### config.mk
export PLATFORM = sky130hd
export DESIGN_NAME = pred_cmp_wb
export DESIGN_NICKNAME = d
export VERILOG_FILES = /design/src/rtl/pcw_pkg.sv /design/src/rtl/pcw_lane_dec.sv /design/src/rtl/pcw_pfile.sv /design/src/rtl/pred_cmp_wb.sv
export SDC_FILE = /design/constraint.sdc
export NUM_CORES = 1
export LEC_CHECK = 0
export BUFFER_PORTS_ARGS = -buffer_cell sky130_fd_sc_hd__buf_4
export CAP_MARGIN = 10
export CORE_ASPECT_RATIO = 1.25
export CORE_MARGIN = 2
export CORE_UTILIZATION = 43
export CTS_CLUSTER_DIAMETER = 200
export DETAILED_ROUTE_END_ITERATION = 10
export HOLD_SLACK_MARGIN = 0.1
export PLACE_DENSITY = 0.72
export SLEW_MARGIN = 20
export SYNTH_ARGS = -nofsm -noshare
export SYNTH_HDL_FRONTEND = slang
export SYNTH_SLANG_ARGS = --single-unit
export TNS_END_PERCENT = 10
### constraint.sdc
create_clock -name clk -period 4.5 [get_ports clk]
set_clock_uncertainty 0.15 [all_clocks]
set_input_delay 0.9 -clock clk [delete_from_list [all_inputs] [get_ports clk]]
set_output_delay 0.9 -clock clk [all_outputs]
set_load 0.02 [all_outputs]
### src/rtl/pcw_pkg.sv
package pcw_pkg;

    typedef enum logic [2:0] {
        K_NORM   = 3'd0,
        K_UNC    = 3'd1,
        K_PAND   = 3'd2,
        K_POR    = 3'd3,
        K_ORCM   = 3'd4
    } cmp_kind_e;

    // Per-lane write decision for the two targets
    typedef struct packed {
        logic we1;
        logic v1;
        logic we2;
        logic v2;
    } pwr_t;

    // r is the effective relation (already forced low on deferred exception)
    function automatic pwr_t cmp_write(logic [2:0] kind, logic qp, logic r);
        pwr_t w;
        w = '0;
        case (kind)
            K_NORM: begin
                w.we1 = qp;
                w.we2 = qp;
                w.v1  = r;
                w.v2  = ~r;
            end
            K_UNC: begin
                w.we1 = 1'b1;
                w.we2 = 1'b1;
                w.v1  = qp & r;
                w.v2  = qp & ~r;
            end
            K_PAND: begin
                w.we1 = qp & ~r;
                w.we2 = qp & ~r;
            end
            K_POR: begin
                w.we1 = qp & r;
                w.we2 = qp & r;
                w.v1  = 1'b1;
                w.v2  = 1'b1;
            end
            K_ORCM: begin
                w.we1 = qp & r;
                w.we2 = qp & r;
                w.v1  = 1'b1;
            end
            default: w = '0;
        endcase
        return w;
    endfunction

endpackage

### src/rtl/pcw_lane_dec.sv
module pcw_lane_dec
    import pcw_pkg::*;
(
    input  logic       valid,
    input  logic [2:0] kind,
    input  logic       qp,
    input  logic       rel,
    input  logic       nat,
    output pwr_t       wr
);
    logic rel_eff;

    assign rel_eff = rel & ~nat;

    always_comb begin
        if (valid) wr = cmp_write(kind, qp, rel_eff);
        else       wr = '0;
    end
endmodule

### src/rtl/pcw_pfile.sv
module pcw_pfile
    import pcw_pkg::*;
#(
    parameter int NPRED = 64,
    parameter int NLANE = 2,
    parameter int NRD   = 2,
    localparam int IW   = $clog2(NPRED)
) (
    input  logic                       clk,
    input  logic                       rst,
    input  pwr_t [NLANE-1:0]           wr,
    input  logic [NLANE-1:0][IW-1:0]   t1,
    input  logic [NLANE-1:0][IW-1:0]   t2,
    input  logic [NRD-1:0][IW-1:0]     rd_idx,
    output logic [NRD-1:0]             rd_val,
    output logic [NPRED-1:0]           state
);
    logic [NPRED-1:0] st;
    logic [NPRED-1:0] nxt;

    // Lowest lane applied last so it wins; inside a lane target one is applied last
    always_comb begin
        nxt = st;
        for (int l = NLANE - 1; l >= 0; l--) begin
            if (wr[l].we2) nxt[t2[l]] = wr[l].v2;
            if (wr[l].we1) nxt[t1[l]] = wr[l].v1;
        end
        nxt[0] = 1'b0;
    end

    always_ff @(posedge clk) begin
        if (rst) st <= '0;
        else     st <= nxt;
    end

    for (genvar r = 0; r < NRD; r++) begin : g_rd
        assign rd_val[r] = (rd_idx[r] == '0) ? 1'b1 : st[rd_idx[r]];
    end

    assign state = st;
endmodule

### src/rtl/pred_cmp_wb.sv
module pred_cmp_wb
    import pcw_pkg::*;
#(
    parameter int NPRED = 64,
    parameter int NLANE = 2,
    parameter int NRD   = 2,
    localparam int IW   = $clog2(NPRED)
) (
    input  logic                       clk,
    input  logic                       rst,
    input  logic [NLANE-1:0]           op_valid,
    input  logic [NLANE-1:0][2:0]      op_kind,
    input  logic [NLANE-1:0]           op_qp,
    input  logic [NLANE-1:0]           op_rel,
    input  logic [NLANE-1:0]           op_nat,
    input  logic [NLANE-1:0][IW-1:0]   op_t1,
    input  logic [NLANE-1:0][IW-1:0]   op_t2,
    input  logic [NRD-1:0][IW-1:0]     rd_idx,
    output logic [NRD-1:0]             rd_val
);
    pwr_t [NLANE-1:0]   lane_wr;
    logic [NPRED-1:0]   pstate;

    for (genvar l = 0; l < NLANE; l++) begin : g_lane
        pcw_lane_dec u_dec (
            .valid (op_valid[l]),
            .kind  (op_kind[l]),
            .qp    (op_qp[l]),
            .rel   (op_rel[l]),
            .nat   (op_nat[l]),
            .wr    (lane_wr[l])
        );
    end

    pcw_pfile #(.NPRED(NPRED), .NLANE(NLANE), .NRD(NRD)) u_pf (
        .clk    (clk),
        .rst    (rst),
        .wr     (lane_wr),
        .t1     (op_t1),
        .t2     (op_t2),
        .rd_idx (rd_idx),
        .rd_val (rd_val),
        .state  (pstate)
    );
endmodule

=== Word level (Yosys, flattened, before mapping) ===
Index checks and enable logic that the tools add are counted.

* Multipliers: 0
* Multiplexer cells: 30
* Bitwise logic cells: 10
* Divide/modulo/power cells: 0
* Shift operators: 0
* Magnitude comparators: 10
* Reductions and logical operators: 10
* Equal/unequal tests: 8
* Add/sub/neg operators: 0

{| class="wikitable"
|+ Operator list
! cell !! number
|-
| bitwise mux 64 bit || 4
|-
| 2-to-1 mux 64 bit || 4
|-
| less-than comparator 6 x 7 -> 1 bit, second input constant || 6
|-
| demux 1 bit (select 6 bit) || 4
|-
| >= comparator 6 x 1 -> 1 bit, second input constant || 4
|-
| binary-select mux 1 bit (select 6 bit) || 2
|-
| == test 3 x 2 -> 1 bit, second input constant || 4
|-
| zero test 6 bit || 2
|-
| one-hot mux 1 bit (3 select lines) || 4
|-
| 2-to-1 mux 1 bit || 8
|-
| 2-to-1 mux 4 bit || 2
|-
| one-hot mux 1 bit (4 select lines) || 2
|-
| bitwise AND 1 bit || 6
|-
| == test 3 x 1 -> 1 bit, second input constant || 2
|-
| == test 3 bit, second input constant || 2
|-
| zero test 3 bit || 2
|-
| logical AND 1 bit || 4
|-
| NOT 1 bit || 4
|-
| OR reduction 2 bit || 2
|}

* Memories kept: 0
* Latch bits: 0
* Logic and storage cells: 70
* Output and inout port bits: 2
* Bits in read-only memories: 0
* Memory bits (writable): 0
* Flip-flop bits (word level): 64

=== Depth between registers and ports, before layout ===
* Word-level depth: 14
* Gate-level depth with buffers: 9
* Depth with buffers taken out: 6

=== Cells and area by module ===
A second synthesis with hierarchy kept.

* Cells, all modules: 980
* Area, all modules: 7138.1 µm²

{| class="wikitable"
|+ Modules (own cells, without submodules)
! module !! instances !! cells each !! area each (µm²) !! seq. area each (µm²)
|-
| pcw_pfile || 1 || 948 || 6932.9 || 1261.2
|-
| pcw_lane_dec || 2 || 16 || 102.6 || 0.0
|}

=== Worst setup path after synthesis ===
OpenSTA, ideal clock, no wires.

* Path kind: in2out
* Start: input port rd_idx[6] in the netlist's numbering
* End: output port rd_val[1]
* Cell stages on the path: 7
* Data arrival time: 2.580 ns
* Path slack: 0.870 ns
* Buffers on the path: 2
* Path through: clkbuf_1 -> buf_2 -> mux4_2 -> nand3b_1 -> o311ai_0 -> mux2i_1 -> o22ai_1

* Cells in the longest elaborated chain, start to end: 3
* Elaborated cells between the ends (all ways): 4
* Those cells by class: 3 x mux; 1 x reduce/logical

{| class="wikitable"
|+ RTL lines
! what !! RTL line !! text
|-
| from (decl) || pred_cmp_wb.sv:18 || <nowiki>input logic [NRD-1:0][IW-1:0] rd_idx,</nowiki>
|-
| binary-select mux 1 bit (select 6 bit) || pcw_pfile.sv:37 || <nowiki>assign rd_val[r] = (rd_idx[r] == '0) ? 1'b1 : st[rd_idx[r]];</nowiki>
|-
| 2-to-1 mux 1 bit (implied by the code) || pcw_pfile.sv:37 ||
|-
| 2-to-1 mux 1 bit * || pcw_pfile.sv:37 ||
|-
| to (decl) || pred_cmp_wb.sv:19 || <nowiki>output logic [NRD-1:0] rd_val</nowiki>
|}

Every way passes the cells marked *; elsewhere a longest branch is shown, timed or not. The select of a mux whose other input is x is not followed.

=== Worst setup path after layout ===
* Start: input port rd_idx[0] in the netlist's numbering
* End: output port rd_val[0]

The elaborated chain is that of the path after synthesis.

==> flow_metrics.env <==
export IMPL_layout_common_cells="108 x nand2_1, 88 x nand3_1, 75 x buf_4"
export IMPL_path_class="input pin to output port"
export IMPL_critical_path_arrival_ns=2.52
export IMPL_htreeDepth=3
export IMPL_maxSlewHeadroom_pct=20.5
export IMPL_mappedNetlistArea_um2=7780
export IMPL_total_power_mw=1.74
export IMPL_antenna_found_initial=0
export IMPL_tightest_slew_ns=1.19
export IMPL_seq_area_frac_synth_pct=16.2
export IMPL_ys_ff_latch=63
export IMPL_layout_min_cycle_time_ns=3.57
export IMPL_cts_root_buffer="clkbuf_16"
export IMPL_place_inst=1233
export IMPL_hold_buffers=0
export IMPL_diodes=0
export IMPL_setup_tns_ns=0
export IMPL_syn2layout_area_growth_pct=9.01
export IMPL_cts_tree="built"
export IMPL_setup_viol=0
export IMPL_largest_reg_flops=63
export IMPL_clockBufferDepth=2
export IMPL_crit_chain="buf_4, mux4_2, a22oi_1, a21oi_1, o21ai_0, o211ai_1, buf_4"
export IMPL_dr_pass1_iters=9
export IMPL_dieWidth_um=124
export IMPL_multi_input_area_um2=6000
export IMPL_max_freq_ghz=0.280
export IMPL_path_max_fanout=17
export IMPL_synth_edf_count=0
export IMPL_drc_errors=0
export IMPL_fin_cells=1248
export IMPL_final_common_cell="nand2_1"
export IMPL_ant_nets=0
export IMPL_worst_slack_ns=0.934
export IMPL_critPathSlowestCell="mux4_2"
export IMPL_gp_congestion=1.11
export IMPL_fillCellCount=1786
export IMPL_place_area_um2=8180
export IMPL_leakage_nw=2.44
export IMPL_ys_warn_count=0
export IMPL_via_per_inst=7.82
export IMPL_cts_sinks=63
export IMPL_num_vias=9760
export IMPL_grt_max_degree=66
export IMPL_syn_area_per_cell_um2=7.36
export IMPL_p_per_area_nw_per_um2=205
export IMPL_startpoint_type="input pin"
export IMPL_synthCells=1057
export IMPL_endpoint_kind="output port"
export IMPL_grt_ovfl_total=0
export IMPL_rsz0062_at_grt="no"
export IMPL_cp_common_cell="buf_4"
export IMPL_crit_path_max_incr_delay_ns=0.54
export IMPL_yosysUniqueCellTypes=72
export IMPL_crit_buf_inv=2
export IMPL_clock_latency_ns=0.33
export IMPL_hp_class="register to register"
export IMPL_final_seq_area_um2=1260
export IMPL_ctsResizeCount=0
export IMPL_preCtsSetupSlack_ns=0.939
export IMPL_drt_total_wl_um=36200
export IMPL_yosysTopAreaCellShare_pct=16.2
export IMPL_final_nets=1068
export IMPL_ir_drop_mv=0.181
export IMPL_start_util_pct=43.5
export IMPL_pin_count=54
export IMPL_track_usage_pct=36.4
export IMPL_synthFlopType="dfxtp_1"
export IMPL_drtIter0Drc=2103
export IMPL_core_um2=17900
export IMPL_grt_pass1_vias=8715
export IMPL_synth_async_sr_flop_share_pct=0
export IMPL_design_area_um2=8480
export IMPL_maxSlewViolCount=0
export IMPL_dieArea_um2=19200
export IMPL_port_buffers=53
export IMPL_rows=55
export IMPL_cts_setup_buffers=0
export IMPL_place_hpwl_um=26900
export IMPL_outcome="completed"
export IMPL_hold_ws_ns=0.473
export IMPL_die_y_um=154
export IMPL_routedWlPerCell_um=29.0
export IMPL_crit_family="compound AO/OA/AOI/OAI gates"
export IMPL_ys_top_cells_by_area="dfxtp_1 16%, mux4_2 8.4%, o221ai_1 5.7%, nand3_1 5.7%, nand2_1 5.2%"
export IMPL_drv_cap=0
export IMPL_drive_gt1_share_pct=16.0
export IMPL_grt_pass1_wl_um=54400
export IMPL_synth_nets=1109
export IMPL_final_period_utilization_pct=79.2
export IMPL_cts_inserted_buffers=9
export IMPL_critPathRequiredTime_ns=3.45
export IMPL_final_util_pct=47.4
export IMPL_hold_viol_final=0
export IMPL_synth_top_area_cell="dfxtp_1"
export IMPL_clkTransAtPathRegs_ns=0.06
final timing paths:
check | end | startpoint | slack [ns] | depth (start not counted)
worst min register to register | u_pf.state[41]$_SDFF_PP0_ | u_pf.state[41]$_SDFF_PP0_ | 0.47 | 2
worst max register to register | u_pf.state[56]$_SDFF_PP0_ | u_pf.state[56]$_SDFF_PP0_ | 3.11 | 4
worst max-delay path | rd_val[0] | rd_idx[0] | 0.93 | 7
worst min-delay path | u_pf.state[41]$_SDFF_PP0_ | u_pf.state[41]$_SDFF_PP0_ | 0.47 | 2
final cells by class:
| type | count | share of cell area, % |
|---|---|---|
| Multi-Input combinational cell | 852 | 70.7 |
| Clock buffer | 12 | 3.02 |
| Clock inverter | 3 | 0.502 |
| Inverter | 14 | 0.620 |
| Timing Repair Buffer | 76 | 6.88 |
| Tap cell | 228 | 3.36 |
| Sequential cell | 63 | 14.9 |
routing by layer:
layer	up-vias	GRT usage (%)	share of wire (%)
met5	-	0	0
met4	0	25.8	9.5
met3	224	8.79	14
met2	899	54.8	41
met1	4423	45.6	36
li1	4214	-	-
Yosys cell counts (all sizes together), types with 13 or more instances:
| cell type | n |
|---|---|
| nor3 | 13 |
| a21oi | 27 |
| o2111ai | 18 |
| dfxtp | 63 |
| mux4 | 29 |
| o221ai | 51 |
| o22ai | 31 |
| inv | 14 |
| o21ai | 76 |
| nor2 | 44 |
| a31oi | 56 |
| o41ai | 29 |
| o211ai | 13 |
| nand4 | 26 |
| clkbuf | 94 |
| a32o | 20 |
| and2 | 16 |
| a22oi | 33 |
| nand2 | 108 |
| nor2b | 14 |
| nand3 | 88 |
| buf | 34 |
cell families after synthesis:
family	after synthesis	share of synthesized area [%]
muxes	43	10.2
DFF	63	16.2
buffers and inverters	142	7.48
xor gates and xnor gates	1	0.113
and+or+nand+nor	386	25.9
AOI/OAI and AO/OA	422	40.1
power breakdown:
part           switching [mW]  internal, mW
Combinational           0.310         0.129
Sequential            0.00492         0.561
Clock                   0.276         0.456
worst register-to-register path, stage by stage (launching register included):
cell and delay [ns]:
dfxtp_1 0.45, o31ai_1 0.13, o221ai_1 0.19, nand4_1 0.12
o21ai_0 0.21
(Power assumes the default switching activity.)
